`src/rtl/tlb_pkg.sv`:
```
// Package: shared default geometry for the translation cache.
// Assumes: SETS and WAYS are powers of two, SETS >= 2.
package tlb_pkg;
    localparam int DEF_VPN_W  = 20;
    localparam int DEF_PPN_W  = 16;
    localparam int DEF_PERM_W = 3;
    localparam int DEF_SETS   = 4;
    localparam int DEF_WAYS   = 4;
endpackage

```
`src/rtl/tlb_way_array.sv`:
```
// Module: entry storage for all sets and ways.
// It provides one write port, one full read port (used by lookup) and one
// tag/valid read port (used by refill). Valid bits are cleared by reset or
// by flush. Tag and data registers are not reset.
// Assumes: the caller gates wr_en with flush, and SETS >= 2.
module tlb_way_array #(
    parameter int SETS   = tlb_pkg::DEF_SETS,
    parameter int WAYS   = tlb_pkg::DEF_WAYS,
    parameter int TAG_W  = 18,
    parameter int DATA_W = 19
) (
    input  logic                     clk,
    input  logic                     rst_n,
    input  logic                     flush,
    input  logic                     wr_en,
    input  logic [$clog2(SETS)-1:0]  wr_set,
    input  logic [$clog2(WAYS)-1:0]  wr_way,
    input  logic [TAG_W-1:0]         wr_tag,
    input  logic [DATA_W-1:0]        wr_data,
    input  logic [$clog2(SETS)-1:0]  ra_set,
    output logic [WAYS-1:0]          ra_valid,
    output logic [WAYS*TAG_W-1:0]    ra_tags,
    output logic [WAYS*DATA_W-1:0]   ra_data,
    input  logic [$clog2(SETS)-1:0]  rb_set,
    output logic [WAYS-1:0]          rb_valid,
    output logic [WAYS*TAG_W-1:0]    rb_tags
);
    localparam int IDX_W = $clog2(SETS);
    localparam int WAY_W = $clog2(WAYS);
    localparam int SLOTS = SETS * WAYS;

    logic [SLOTS-1:0]        valid_q;
    logic [SLOTS*TAG_W-1:0]  tag_q;
    logic [SLOTS*DATA_W-1:0] data_q;

    for (genvar s = 0; s < SETS; s++) begin : g_set
        for (genvar w = 0; w < WAYS; w++) begin : g_way
            localparam logic [IDX_W-1:0] S_ID = IDX_W'(s);
            localparam logic [WAY_W-1:0] W_ID = WAY_W'(w);
            localparam int               SLOT = s * WAYS + w;
            logic sel;
            assign sel = wr_en && (wr_set == S_ID) && (wr_way == W_ID);

            // Valid bit: cleared by reset or flush, set by a write to this slot.
            always_ff @(posedge clk) begin
                if (!rst_n || flush) valid_q[SLOT] <= 1'b0;
                else if (sel)        valid_q[SLOT] <= 1'b1;
            end

            // Tag and payload: loaded on a write to this slot.
            always_ff @(posedge clk) begin
                if (sel) begin
                    tag_q[SLOT*TAG_W +: TAG_W]    <= wr_tag;
                    data_q[SLOT*DATA_W +: DATA_W] <= wr_data;
                end
            end
        end
    end

    // Read ports: slice out the selected set.
    always_comb begin
        ra_valid = valid_q[ra_set*WAYS +: WAYS];
        ra_tags  = tag_q[ra_set*WAYS*TAG_W +: WAYS*TAG_W];
        ra_data  = data_q[ra_set*WAYS*DATA_W +: WAYS*DATA_W];
        rb_valid = valid_q[rb_set*WAYS +: WAYS];
        rb_tags  = tag_q[rb_set*WAYS*TAG_W +: WAYS*TAG_W];
    end
endmodule

```
`src/rtl/tlb_tag_cmp.sv`:
```
// Module: compares a tag against every way of one set.
// It produces a per-way match vector and the index of the lowest match.
// Assumes: at most one way matches, which the refill policy guarantees.
module tlb_tag_cmp #(
    parameter int WAYS  = tlb_pkg::DEF_WAYS,
    parameter int TAG_W = 18
) (
    input  logic [WAYS-1:0]         valid,
    input  logic [WAYS*TAG_W-1:0]   tags,
    input  logic [TAG_W-1:0]        tag,
    output logic [WAYS-1:0]         hit_vec,
    output logic [$clog2(WAYS)-1:0] hit_way
);
    localparam int WAY_W = $clog2(WAYS);

    // Per-way match: the way must be valid and its tag must be equal.
    for (genvar w = 0; w < WAYS; w++) begin : g_cmp
        assign hit_vec[w] = valid[w] && (tags[w*TAG_W +: TAG_W] == tag);
    end

    // Encode the lowest matching way.
    always_comb begin
        hit_way = '0;
        for (int w = WAYS - 1; w >= 0; w--) begin
            if (hit_vec[w]) hit_way = WAY_W'(w);
        end
    end
endmodule

```
`src/rtl/tlb_victim.sv`:
```
// Module: chooses the way a new entry is written to.
// It picks the lowest invalid way if there is one, otherwise the set's
// round-robin pointer. The pointer advances only when it is actually used.
// Assumes: WAYS is a power of two, so the pointer wraps naturally.
module tlb_victim #(
    parameter int SETS = tlb_pkg::DEF_SETS,
    parameter int WAYS = tlb_pkg::DEF_WAYS
) (
    input  logic                    clk,
    input  logic                    rst_n,
    input  logic [$clog2(SETS)-1:0] set,
    input  logic [WAYS-1:0]         way_valid,
    input  logic                    alloc,
    output logic [$clog2(WAYS)-1:0] pick
);
    localparam int IDX_W = $clog2(SETS);
    localparam int WAY_W = $clog2(WAYS);

    logic [WAY_W-1:0] rr_q [SETS];
    logic             full;
    logic [WAY_W-1:0] free_way;

    // Lowest invalid way of the addressed set.
    always_comb begin
        full     = &way_valid;
        free_way = '0;
        for (int w = WAYS - 1; w >= 0; w--) begin
            if (!way_valid[w]) free_way = WAY_W'(w);
        end
    end

    assign pick = full ? rr_q[set] : free_way;

    for (genvar s = 0; s < SETS; s++) begin : g_rr
        localparam logic [IDX_W-1:0] S_ID = IDX_W'(s);
        // Round-robin pointer: steps when a full set loses a way.
        always_ff @(posedge clk) begin
            if (!rst_n)                             rr_q[s] <= '0;
            else if (alloc && full && set == S_ID)  rr_q[s] <= rr_q[s] + 1'b1;
        end
    end
endmodule

```
`src/rtl/tlb_xlate.sv`:
```
// Module: set-associative translation cache holding PPN plus permissions.
// A lookup gives a registered response one cycle later. A refill writes a
// full entry, reusing the way if the VPN is already present. Flush
// invalidates everything and takes priority over a refill in the same cycle.
// Assumes: SETS and WAYS are powers of two, SETS >= 2.
module tlb_xlate #(
    parameter int VPN_W  = tlb_pkg::DEF_VPN_W,
    parameter int PPN_W  = tlb_pkg::DEF_PPN_W,
    parameter int PERM_W = tlb_pkg::DEF_PERM_W,
    parameter int SETS   = tlb_pkg::DEF_SETS,
    parameter int WAYS   = tlb_pkg::DEF_WAYS
) (
    input  logic              clk,
    input  logic              rst_n,
    input  logic              lk_en,
    input  logic [VPN_W-1:0]  lk_vpn,
    input  logic              rf_en,
    input  logic [VPN_W-1:0]  rf_vpn,
    input  logic [PPN_W-1:0]  rf_ppn,
    input  logic [PERM_W-1:0] rf_perm,
    input  logic              flush,
    output logic              rsp_valid,
    output logic              rsp_hit,
    output logic [PPN_W-1:0]  rsp_ppn,
    output logic [PERM_W-1:0] rsp_perm
);
    localparam int IDX_W  = $clog2(SETS);
    localparam int WAY_W  = $clog2(WAYS);
    localparam int TAG_W  = VPN_W - IDX_W;
    localparam int DATA_W = PPN_W + PERM_W;

    logic [IDX_W-1:0]       lk_set, rf_set;
    logic [TAG_W-1:0]       lk_tag, rf_tag;
    logic [WAYS-1:0]        lk_valid, rf_valid;
    logic [WAYS*TAG_W-1:0]  lk_tags, rf_tags;
    logic [WAYS*DATA_W-1:0] lk_data;
    logic [WAYS-1:0]        lk_hit_vec, rf_hit_vec;
    logic [WAY_W-1:0]       lk_hit_way, rf_hit_way, vic_way;
    logic                   lk_hit, rf_present, wr_en, alloc;
    logic [DATA_W-1:0]      lk_entry;

    assign lk_set = lk_vpn[IDX_W-1:0];
    assign lk_tag = lk_vpn[VPN_W-1:IDX_W];
    assign rf_set = rf_vpn[IDX_W-1:0];
    assign rf_tag = rf_vpn[VPN_W-1:IDX_W];

    tlb_way_array #(.SETS(SETS), .WAYS(WAYS), .TAG_W(TAG_W), .DATA_W(DATA_W)) u_array (
        .clk      (clk),
        .rst_n    (rst_n),
        .flush    (flush),
        .wr_en    (wr_en),
        .wr_set   (rf_set),
        .wr_way   (rf_present ? rf_hit_way : vic_way),
        .wr_tag   (rf_tag),
        .wr_data  ({rf_ppn, rf_perm}),
        .ra_set   (lk_set),
        .ra_valid (lk_valid),
        .ra_tags  (lk_tags),
        .ra_data  (lk_data),
        .rb_set   (rf_set),
        .rb_valid (rf_valid),
        .rb_tags  (rf_tags)
    );

    tlb_tag_cmp #(.WAYS(WAYS), .TAG_W(TAG_W)) u_lk_cmp (
        .valid   (lk_valid),
        .tags    (lk_tags),
        .tag     (lk_tag),
        .hit_vec (lk_hit_vec),
        .hit_way (lk_hit_way)
    );

    tlb_tag_cmp #(.WAYS(WAYS), .TAG_W(TAG_W)) u_rf_cmp (
        .valid   (rf_valid),
        .tags    (rf_tags),
        .tag     (rf_tag),
        .hit_vec (rf_hit_vec),
        .hit_way (rf_hit_way)
    );

    tlb_victim #(.SETS(SETS), .WAYS(WAYS)) u_victim (
        .clk       (clk),
        .rst_n     (rst_n),
        .set       (rf_set),
        .way_valid (rf_valid),
        .alloc     (alloc),
        .pick      (vic_way)
    );

    // Refill control: flush wins, and a present VPN is rewritten in place.
    always_comb begin
        rf_present = |rf_hit_vec;
        wr_en      = rf_en && !flush;
        alloc      = wr_en && !rf_present;
        lk_hit     = |lk_hit_vec;
        lk_entry   = lk_data[lk_hit_way*DATA_W +: DATA_W];
    end

    // Response register: result one cycle after the lookup, zeroed on miss.
    always_ff @(posedge clk) begin
        if (!rst_n) begin
            rsp_valid <= 1'b0;
            rsp_hit   <= 1'b0;
            rsp_ppn   <= '0;
            rsp_perm  <= '0;
        end else begin
            rsp_valid <= lk_en;
            rsp_hit   <= lk_en && lk_hit && !flush;
            if (lk_en && lk_hit && !flush) begin
                {rsp_ppn, rsp_perm} <= lk_entry;
            end else begin
                rsp_ppn  <= '0;
                rsp_perm <= '0;
            end
        end
    end
endmodule

```
`config.mk`:
```
export PLATFORM = sky130hd
export DESIGN_NAME = tlb_xlate
export DESIGN_NICKNAME = d
export VERILOG_FILES = /design/src/rtl/tlb_pkg.sv /design/src/rtl/tlb_way_array.sv /design/src/rtl/tlb_tag_cmp.sv /design/src/rtl/tlb_victim.sv /design/src/rtl/tlb_xlate.sv
export SDC_FILE = /design/constraint.sdc
export NUM_CORES = 1
export LEC_CHECK = 0
export BUFFER_PORTS_ARGS = -buffer_cell sky130_fd_sc_hd__buf_2
export CAP_MARGIN = 40
export CORE_MARGIN = 3
export CORE_UTILIZATION = 55
export DETAILED_ROUTE_END_ITERATION = 10
export PLACE_DENSITY = 0.73
export SYNTH_ARGS = -nofsm -noshare
export SYNTH_HDL_FRONTEND = slang
export SYNTH_HIERARCHICAL = 1
export SYNTH_SLANG_ARGS = --single-unit
```
`constraint.sdc`:
```
create_clock -name clk -period 5.5 [get_ports clk]
set_clock_uncertainty 0.1 [all_clocks]
set_input_delay 0.275 -clock clk [delete_from_list [all_inputs] [get_ports clk]]
set_output_delay 0.275 -clock clk [all_outputs]
set_load 0.005 [all_outputs]
```
=== Word level (Yosys, flattened, before mapping) ===
Memories as Yosys holds them, arrays and structs flattened.
Cells that the tools add are included.

* Output and inout port bits: 21
* Logic and storage cells: 163
* Flip-flop bits (word level): 629
* Memories kept: 1
* Bits of input ports: 64
* Bits in read-only memories: 0
* Memory bits (writable): 8
* Latch bits: 0

* Bitwise operators: 4
* Div/mod/pow operators: 0
* Multipliers: 4
* Eq/ne operators: 14
* Reduce and logical (&&, ||, !) cells: 47
* Multiplexer cells: 31
* Order comparisons: 0
* $add $sub $neg: 4
* Shift-type cells: 6

{| class="wikitable"
|+ Memories
! name !! words !! width !! rd ports !! clocked after memory_dff !! wr ports !! line !! text
|-
| u_victim.rr_q || 4 || 2 || 5 || 0 || 4 || tlb_victim.sv:19 || <nowiki>logic [WAY_W-1:0] rr_q [SETS];</nowiki>
|}

{| class="wikitable"
|+ Operator list
! kind !! count
|-
| 288-bit by 11-bit indexed part select with 72-bit output || 2
|-
| 304-bit by 11-bit indexed part select with 76-bit output || 1
|-
| 18-bit equality test || 8
|-
| 76-bit by 8-bit indexed part select with 19-bit output || 1
|-
| 1-bit logical AND || 37
|-
| 2-bit two-way mux || 18
|-
| 16-bit by 5-bit indexed part select with 4-bit output || 2
|-
| 2-bit by 5-bit multiplier with 7-bit output, second input constant || 2
|-
| 1-bit two-way mux || 13
|-
| 2-bit by 4-bit multiplier with 6-bit output, second input constant || 2
|-
| 2-bit by 1-bit adder with 2-bit output, second input constant || 4
|-
| 2-bit equality test, second input constant || 4
|-
| 4-bit OR reduction || 2
|-
| 2-bit by 1-bit equality test with 1-bit output, second input constant || 2
|-
| 2-bit logical NOT || 2
|-
| 1-bit OR || 4
|-
| 4-bit AND reduction || 1
|-
| 1-bit logical NOT || 3
|-
| 2-bit AND reduction || 1
|-
| 1-bit logical OR || 1
|}

=== Depth between registers and ports, before layout ===
Gate-level depths: netlist of the first run.

* Word-level depth: 13
* Depth in mapped cells: 15

=== Modules after synthesis ===
The synthesis of the first run kept the hierarchy.

{| class="wikitable"
|+ By module, submodules not included
! module !! area each (um^2) !! instances !! cells each !! seq. area each (um^2)
|-
| tlb_way_array || 23894.2 || 1 || 936 || 18097.4
|-
| tlb_tag_cmp || 999.7 || 2 || 117 || 0.0
|-
| tlb_xlate || 1127.3 || 1 || 76 || 420.4
|-
| tlb_victim || 496.7 || 1 || 41 || 240.2
|}

=== Worst setup path before layout of the first run ===
OpenSTA, ideal clock, no wires.

* Path kind: input-to-reg
* Start point: input port rf_vpn[0]
* End point: register u_array.data_q[0] (enable)
* Setup time: 0.477 ns
* Path buffers: 4
* Cell stages on the path: 12
* Setup slack: -0.523 ns
* Required time: 4.923 ns
* Arrival: 5.446 ns
* Cell sequence: buf_2 -> buf_6 -> buf_6 -> mux4_2 -> xnor2_1 -> nand4_1 -> or4_1 -> nor4_4 -> nor4_1 -> mux2_2 -> clkbuf_1 -> nor3_1

* Elaborated cells between the ends (all ways): 28
* Classes of those cells: mul (1); eq/ne (4); shift (2); mux (10); reduce/logical (10); memory (1)

{| class="wikitable"
|+ RTL lines
! what !! line !! text
|-
| from (decl) || tlb_xlate.sv:18 || <nowiki>input logic [VPN_W-1:0] rf_vpn,</nowiki>
|-
| 2-bit by 4-bit multiplier with 6-bit output (*) || tlb_way_array.sv:66 || <nowiki>rb_tags = tag_q[rb_set*WAYS*TAG_W +: WAYS*TAG_W];</nowiki>
|-
| 288-bit by 11-bit indexed part select with 72-bit output (*) || tlb_way_array.sv:66 ||
|-
| named net rf_tags[11] || tlb_xlate.sv:35 || <nowiki>logic [WAYS*TAG_W-1:0] lk_tags, rf_tags;</nowiki>
|-
| 18-bit equality test (*) || tlb_tag_cmp.sv:18 || <nowiki>assign hit_vec[w] = valid[w] && (tags[w*TAG_W +: TAG_W] == tag);</nowiki>
|-
| 1-bit logical AND (*) || tlb_tag_cmp.sv:18 ||
|-
| named net rf_hit_vec[0] || tlb_xlate.sv:37 || <nowiki>logic [WAYS-1:0] lk_hit_vec, rf_hit_vec;</nowiki>
|-
| 4-bit OR reduction / 2-bit two-way mux (equally long branches) || tlb_xlate.sv:92, tlb_tag_cmp.sv:25 ||
|-
| 2-bit two-way mux (*) || tlb_xlate.sv:53 || <nowiki>.wr_way (rf_present ? rf_hit_way : vic_way),</nowiki>
|-
| 2-bit logical NOT (*) || tlb_way_array.sv:42 || <nowiki>assign sel = wr_en && (wr_set == S_ID) && (wr_way == W_ID);</nowiki>
|-
| 1-bit logical AND (*) || tlb_way_array.sv:42 ||
|-
| named net u_array.g_set[0].g_way[0].sel || tlb_way_array.sv:41 || <nowiki>logic sel;</nowiki>
|-
| to (signal, indexed assignment) || tlb_way_array.sv:54 || <nowiki>data_q[SLOT*DATA_W +: DATA_W] <= wr_data;</nowiki>
|-
| to (decl) || tlb_way_array.sv:34 || <nowiki>logic [SLOTS*DATA_W-1:0] data_q;</nowiki>
|}

Mark *: on every way through the listed nets, which the timed path passes. The rest lies on a longest branch.
A chain may end at the register's enable or synchronous reset.

=== Worst setup path after layout of the first run ===
* Start point: input port rf_vpn[0]
* End point: register u_array.tag_q[20] (enable)

* Elaborated cells between the ends (all ways): 28
* Classes of those cells: mul (1); eq/ne (5); shift (2); mux (10); reduce/logical (9); memory (1)

{| class="wikitable"
|+ RTL lines
! what !! line !! text
|-
| 2-bit by 4-bit multiplier with 6-bit output (*) || tlb_way_array.sv:66 ||
|-
| 288-bit by 11-bit indexed part select with 72-bit output (*) || tlb_way_array.sv:66 ||
|-
| named net rf_tags[24] || tlb_xlate.sv:35 ||
|-
| 18-bit equality test (*) || tlb_tag_cmp.sv:18 ||
|-
| 1-bit logical AND (*) || tlb_tag_cmp.sv:18 ||
|-
| named net rf_hit_vec[1] || tlb_xlate.sv:37 ||
|-
| 2-bit two-way mux (2 in series) || tlb_tag_cmp.sv:25 || <nowiki>if (hit_vec[w]) hit_way = WAY_W'(w);</nowiki>
|-
| 2-bit two-way mux (*) || tlb_xlate.sv:53 ||
|-
| 2-bit by 1-bit equality test with 1-bit output (*) || tlb_way_array.sv:42 ||
|-
| 1-bit logical AND (*) || tlb_way_array.sv:42 ||
|-
| named net u_array.g_set[0].g_way[1].sel || tlb_way_array.sv:41 ||
|-
| to (signal, indexed assignment) || tlb_way_array.sv:53 || <nowiki>tag_q[SLOT*TAG_W +: TAG_W] <= wr_tag;</nowiki>
|-
| to (decl) || tlb_way_array.sv:33 || <nowiki>logic [SLOTS*TAG_W-1:0] tag_q;</nowiki>
|}

Marks and branches as above.

==> qor.csv, run 1 <==
stage,metric,value,unit
status,outcome,completed,
clock_network,Clock Pin Slew Worst Setup and Hold Paths,60,ps
setup_path,critical path class,in2reg,
timing,unrepaired setup endpoints after global routing,false,
die,row cnt,81,
setup_path,Reg-to-Reg End,u_array/tag_q[20],
drt,drt first pass iters,5,
setup_path,FF-to-FF setup slack,1150,ps
timing,max_slew headroom,39.29,%
setup_path,CP endpoint kind,flop,
drt,DRC Markers,0,
setup_path,crit-path cells,buf_6 > buf_4 > mux4_2 > xnor2_1 > nand4_1 > nor4_1 > nand4_1 > inv_1 > nor4_1 > mux2_2 > nand2b_1 > nor2_4 > buf_12,
timing,setup TNS,0,ps
synth,"FF+latch count, synth",637,
timing,Min Hold Slack,37.29,ps
die,initial core utilization,55.98,%
global_routing,vias in the first global route,14447,
finish,Final Net Count,1494,
finish,"most common cell after layout, fill and taps aside",edfxtp_1,
setup_path,CP Max Fanout,48,
die,Die W,229.7,µm
setup_path,R2R cell count,10,
finish,most frequent cells in the layout,"edfxtp_1 (600), mux4_2 (238), xnor2_1 (128)",
job,maxcap violations,0,
drt,drt initial violations,1406,
synth,Post-Syn Instances,1287,
synth,cell area after synthesis,0.02752,mm²
synth,number of flops mapped to enable cells by yosys,600,
synth,largest cells by area after synthesis,"edfxtp_1 (65%), mux4_2 (19%), xnor2_1 (4.1%), dfxtp_1 (2.7%), buf_6 (1.3%)",
timing,"Slew Viols, Final",0,
global_routing,Tot GR Track Use,25.11,%
synth,syn_nets,1351,
die,die height,229.7,µm
timing,Tmin final,4365,ps
clock_network,CTS tree,yes,
clock_network,Max H-tree Level,2,
setup_path,required time of the critical path,5720,ps
drt,DRT Wirelength,64370,µm
power_and_ir_drop,Pleak,9.879,nW
finish,area of the multi-input gates,0.008207,mm²
synth,ys async rst share,0,%
die,Die ar.,0.05275,mm²
setup_path,CP arrival,4590,ps
synth,"Seq/Total Area, Yosys",68.17,%
global_routing,initial antenna violation count,4,
clock_network,worst skew pair latency,650,ps
setup_path,Setup crit start kind,input pin,
synth,top cell type by total area after synthesis,edfxtp_1,
min_path,Worst Hold Class,in2reg,
drt,Via Count,13869,
synth,Synth top area share,65.48,%
synth,Synth cell types,45,
synth,Most used DFF post-synth,edfxtp_1,
drt,wire per inst,29.99,µm
power_and_ir_drop,pwr dens,328.2,mW/mm²
drt,via density per instance,6.463,
timing,Final setup viols,0,
min_path,hold endpoint,u_array/tag_q[88],
global_routing,pin count of the biggest net entering global routing,49,
timing,final worst path period share,79.36,%
min_path,Hold Path Origin,rf_vpn[18],
drt,post-route ant nets,0,
setup_path,Worst R2R Start,u_array/tag_q[220],
clock_network,number of buffers created by CTS,60,
placed_design,Final GP Congestion,0.8327,
synth,YS warnings,6,
clock_network,Root Buffer,clkbuf_16,
placed_design,Detailed Place HPWL,39220,µm
finish,area grow syn2layout,13.58,%
setup_path,Worst path slowest cell,nor4_1,
timing,Worst Tran Pin Value,910.6,ps
synth,"Avg Cell Area, Syn",21.38,µm²
timing,FMAX,229.1,MHz
min_path,Hold Path Cell Cnt,1,
power_and_ir_drop,Worst VDD drop,293.2,µV
placed_design,I/O Buffers,84,
finish,layout cells sized above 1,34.53,%
clock_network,Bufs on Longest Clock Path,3,
die,IO Pins,85,
setup_path,CP peak stage delay,690,ps
finish,FILL cells,3289,
global_routing,first-pass GRT wire length,96570,µm
timing,setup ws final,1135,ps
clock_network,clk sinks,637,
global_routing,grt ovf,0,
timing,Final Hold Fails,0,
finish,Storage cell area,0.01876,mm²
die,Core Region,0.04915,mm²
placed_design,pre-CTS WS,537.0,ps
critical path: cells and delay by family:
family | cells | cell delay [ps]
AND/OR/NAND/NOR | 6 | 1790
buffers and inverters | 4 | 1180
multiplexers | 2 | 1070
XOR/XNOR | 1 | 160
report_power, final:
group | total (mW) | internal [mW] | leakage (nW) | switching [mW]
clock network | 4.25 | 2.46 | 1.00 | 1.80
logic | 0.668 | 0.297 | 3.17 | 0.371
registers | 5.34 | 5.33 | 5.71 | 0.00988
routing by layer:
metal	share of wire [%]	global-route usage [%]	wire, µm	up-vias
met3	8.7	5.228	5569	115
met4	3.3	8.137	2118	4
met2	48	39.55	31100	652
met5	0.045	0	29	-
li1	-	-	-	5686
met1	40	35.87	25550	7412
repair_timing:
action / CTS / global route
gates resized for setup: 0 / 0
hold endpoints to repair: 420 / 0
setup buffers: 0 / 0
hold buffers: 34 / 0
flip-flops by register name, indices dropped and copies added, names as in the netlist:
signal / cells
rsp_perm: 3
rsp_valid: 1
u_array/data_q: 304
u_victim/rr_q: 8
u_array/valid_q: 16
u_array/tag_q: 288
rsp_hit: 1
rsp_ppn: 16
final cells by class:
class                   count  share of cell area (%)
diodes                      2                 0.01601
clock buffers              80                   5.300
clock inverters            32                   1.289
inverters                  10                  0.1201
multi-input cells         548                   26.26
flip-flops and latches    637                   60.02
well taps                 664                   2.658
repair buffers            173                   4.340
kinds of logic (layout without fill, tap and decap cells):
kind of cell | after synthesis | after routing | synth area share, %
AO/OA/AOI/OAI | 29 | 29 | 0.8320
XOR/XNOR | 148 | 148 | 5.011
buffers and inverters | 102 | 295 | 2.478
flip-flops | 637 | 637 | 68.17
multiplexers | 251 | 251 | 20.61
other | 0 | 2 | 0
AND/OR/NAND/NOR | 120 | 120 | 2.901
cells in the mapped netlist, types with 3 or more instances:
master / count
buf_2: 31
nor4_1: 5
xnor2_1: 128
mux4_1: 11
nand2_1: 6
o2bb2ai_1: 16
dfxtp_1: 37
and3_1: 19
xnor2_2: 6
o21ai_1: 5
nand4_1: 34
buf_6: 31
xor2_1: 12
or4_1: 5
nor2_1: 12
nor3_2: 6
mux4_2: 238
and2_1: 3
nor3_1: 8
edfxtp_1: 600
buf_1: 3
clkbuf_1: 23
buf_4: 3
inv_1: 10
through the flow:
step	util [%]	power, mW	instance area [µm²]	std cells
2_1_floorplan	-	5.869	27520	1287
3_3_place_gp	58.65	6.080	28830	1996
4_1_cts	63.57	10.34	31250	2144
5_1_grt	63.58	10.56	31250	2145
3_5_place_dp	58.69	6.090	28850	1998
6_report	63.58	10.26	31250	2146
worst max path at each step:
stage,start,endpoint,slack (ps),depth (start not counted)
after floorplan,rf_vpn[0],u_array/data_q[0],-520,12
after global placement,rf_vpn[0],u_array/tag_q[27],550,11
after detailed placement,rf_vpn[0],u_array/tag_q[23],540,13
after CTS,u_array/tag_q[4],u_array/tag_q[23],1130,10
after global routing,rf_vpn[0],u_array/tag_q[30],890,13
final,rf_vpn[0],u_array/tag_q[20],1140,13
No activity file was read; power rests on OpenSTA's default activity.
==> run 2: changes to the inputs <==
==> constraint.sdc (replaced) <==
create_clock -name clk -period 3.6 [get_ports clk]
set_clock_uncertainty 0.1 [all_clocks]
set_input_delay 0.18 -clock clk [delete_from_list [all_inputs] [get_ports clk]]
set_output_delay 0.18 -clock clk [all_outputs]
set_load 0.005 [all_outputs]
==> qor.csv, run 2 (same netlist as run 1, synthesis figures left out) <==
stage,metric,value,unit,change
finish,"most common cell after layout, fill and taps aside",edfxtp_1,,unchanged
setup_path,CP endpoint kind,flop,,unchanged
clock_network,worst skew pair latency,660,ps,was 650 ps
placed_design,Final GP Congestion,0.8787,,was 0.8327
setup_path,CP startpoint,u_array/tag_q[145],,was rf_vpn[0]
drt,post-route ant nets,0,,unchanged
drt,via density per instance,6.712,,was 6.463
min_path,Hold Path Origin,rf_en,,was rf_vpn[18]
global_routing,initial antenna violation count,1,,was 4
placed_design,I/O Buffers,84,,unchanged
clock_network,CTS tree,yes,,unchanged
finish,FILL cells,2843,,was 3289
power_and_ir_drop,Comb pwr share,7.3,%,was 6.5%
timing,final worst path period share,106.9,%,
global_routing,first-pass GRT wire length,101500,µm,was 96570 µm
setup_path,CP arrival,4110,ps,was 4590 ps
global_routing,Tot GR Track Use,26.69,%,was 25.11%
die,IO Pins,85,,unchanged
die,Die W,229.7,µm,unchanged
timing,"Slew Viols, Final",0,,unchanged
power_and_ir_drop,switching power total,3.586,mW,was 2.178 mW
setup_path,Setup crit start kind,flop,,was input pin
setup_path,CP Max Fanout,5,,was 48
timing,FMAX,259.9,MHz,
power_and_ir_drop,pwr dens,470.6,mW/mm²,was 328.2 mW/mm²
finish,area grow syn2layout,25.98,%,was 13.58%
drt,Via Count,15752,,was 13869
finish,largest registers,"u_array/data_q (304), u_array/tag_q (288)",,unchanged
timing,Tmin final,3847,ps,
job,maxcap violations,0,,unchanged
finish,Storage cell area,0.01876,mm²,unchanged
die,initial core utilization,55.98,%,unchanged
die,Core Region,0.04915,mm²,unchanged
drt,wire per inst,34.57,µm,was 29.99 µm
status,outcome,finished with violations,,was completed
drt,DRT Wirelength,81140,µm,was 64370 µm
timing,Final setup viols,578,,was 0
status,failing checks,setup timing,,
finish,largest register by flop count,u_array/data_q,,unchanged
setup_path,crit-path cells,mux4_2 > xnor2_2 > nand4_1 > or4_4 > nor4_4 > buf_4 > nor4_4 > mux2_4 > buf_8 > nor3_4 > buf_6 > clkbuf_16,,was buf_6 > buf_4 > mux4_2 > xnor2_1 > nand4_1 > nor4_1 > nand4_1 > inv_1 > nor4_1 > mux2_2 > nand2b_1 > nor2_4 > buf_12
clock_network,Bufs on Longest Clock Path,3,,unchanged
setup_path,required time of the critical path,3860,ps,was 5720 ps
global_routing,pin count of the biggest net entering global routing,52,,was 49
drt,drt first pass iters,5,,unchanged
die,Die ar.,0.05275,mm²,unchanged
timing,setup ws final,-247.3,ps,was 1135 ps
finish,max reg flops,304,,unchanged
clock_network,Root Buffer,clkbuf_16,,unchanged
setup_path,Worst path slowest cell,or4_4,,was nor4_1
placed_design,Detailed Place HPWL,43950,µm,was 39220 µm
drt,DRC Markers,0,,unchanged
power_and_ir_drop,clock group share of total power,42.7,%,was 41.5%
placed_design,number of cells after detailed placement,2103,,was 1998
global_routing,vias in the first global route,15105,,was 14447
clock_network,number of buffers created by CTS,61,,was 60
die,die height,229.7,µm,unchanged
power_and_ir_drop,internal power,12.73,mW,was 8.079 mW
setup_path,Worst R2R Start,u_array/tag_q[145],,was u_array/tag_q[220]
drt,drt initial violations,2220,,was 1406
finish,Layout Utilization,70.53,%,was 63.58%
timing,max_slew headroom,44.83,%,was 39.29%
power_and_ir_drop,sw frac,21.98,%,was 21.23%
timing,Min Hold Slack,211.5,ps,was 37.29 ps
timing,unrepaired setup endpoints after global routing,true,,was false
global_routing,grt ovf,0,,unchanged
finish,Final Net Count,1694,,was 1494
min_path,Worst Hold Class,in2reg,,unchanged
finish,area of the multi-input gates,0.008401,mm²,was 0.008207 mm²
finish,most frequent cells in the layout,"edfxtp_1 (600), mux4_2 (238), xnor2_1 (124)",,"was edfxtp_1 (600), mux4_2 (238), xnor2_1 (128)"
finish,layout cells sized above 1,44.05,%,was 34.53%
clock_network,Max H-tree Level,2,,unchanged
power_and_ir_drop,Pleak,11.44,nW,was 9.879 nW
setup_path,critical path class,reg2reg,,was in2reg
setup_path,CP peak stage delay,590,ps,was 690 ps
setup_path,Crit path buffers/inverters,4,,unchanged
timing,Final Hold Fails,0,,unchanged
power_and_ir_drop,Flop pwr share,50.0,%,was 52.0%
die,row cnt,81,,unchanged
power_and_ir_drop,Tot Pwr,16.31,mW,was 10.26 mW
clock_network,clk sinks,637,,unchanged
timing,Worst Tran Pin Value,827.5,ps,was 910.6 ps
setup_path,"delay-heaviest family, CP",simple AND/OR/NAND/NOR gates,,unchanged
setup_path,"Top cell by count, worst path",nor4_4,,
power_and_ir_drop,Worst VDD drop,673.6,µV,was 293.2 µV
clock_network,Clock Pin Slew Worst Setup and Hold Paths,60,ps,about the same
placed_design,pre-CTS WS,-495.1,ps,was 537.0 ps
finish,Post-Layout Cell Count,2347,,was 2146
[run 2: repair_timing]
| action | CTS | global route |
|---|---|---|
| resized for setup | 27 | 66 |
| endpoints found under the hold margin | 577 | 0 |
| buffers inserted | 6 | 29 |
| setup endpoints to repair | 599 | 625 |
| hold buffers | 41 | 0 |
| gates cloned | 3 | 53 |
| pin swaps | 4 | 20 |
[run 2: layout make-up]
class | instances | area share, %
Clock inverter | 40 | 1.570
Timing Repair Buffer | 372 | 12.79
Antenna cell | 1 | 0.007219
Tap cell | 664 | 2.397
Clock buffer | 75 | 4.786
Inverter | 10 | 0.1083
Sequential cell | 637 | 54.11
Multi-Input combinational cell | 548 | 24.23
[run 2: layer usage]
layer / track usage [%] / vias to the layer above / share of wire, %
met5: 0 / - / 0
met4: 10.24 / 0 / 3.9
met3: 4.757 / 175 / 10
met2: 43.17 / 1117 / 50
met1: 36.93 / 8348 / 36
li1: - / 6112 / -
[run 2: per-stage QoR]
stage | setup TNS (ps) | cell area (µm²)
after floorplan | -268320 | 27730
after global placement | -284070 | 30080
after detailed placement | -271410 | 30100
after CTS | -101610 | 32970
after global routing | -148940 | 34660
final | -98080 | 34670
[run 2: path summary, 6_finish.rpt]
kind,end,slack [ps],cells after the start
worst max-delay path,u_array/data_q[228],-250,12
worst max register to register,u_array/data_q[228],-250,12
worst min-delay path,u_array/valid_q[4],210,5
worst min register to register,u_array/valid_q[1],380,1
[run 2: worst min-delay path, delay by kind of cell]
family	cells	cell delay [ps]
buffers and inverters	2	340
AND/OR/NAND/NOR	2	280
AO/OA/AOI/OAI	1	80
[run 2: power groups by stage]
stage	Sequential [mW]	Combinational, mW	Clock (mW)
final	8.15	1.19	6.97
after floorplan	8.31	0.666	0
after global routing	8.15	1.25	7.34
after CTS	8.15	1.14	6.97
after detailed placement	8.31	1.09	0
after global placement	8.31	1.08	0
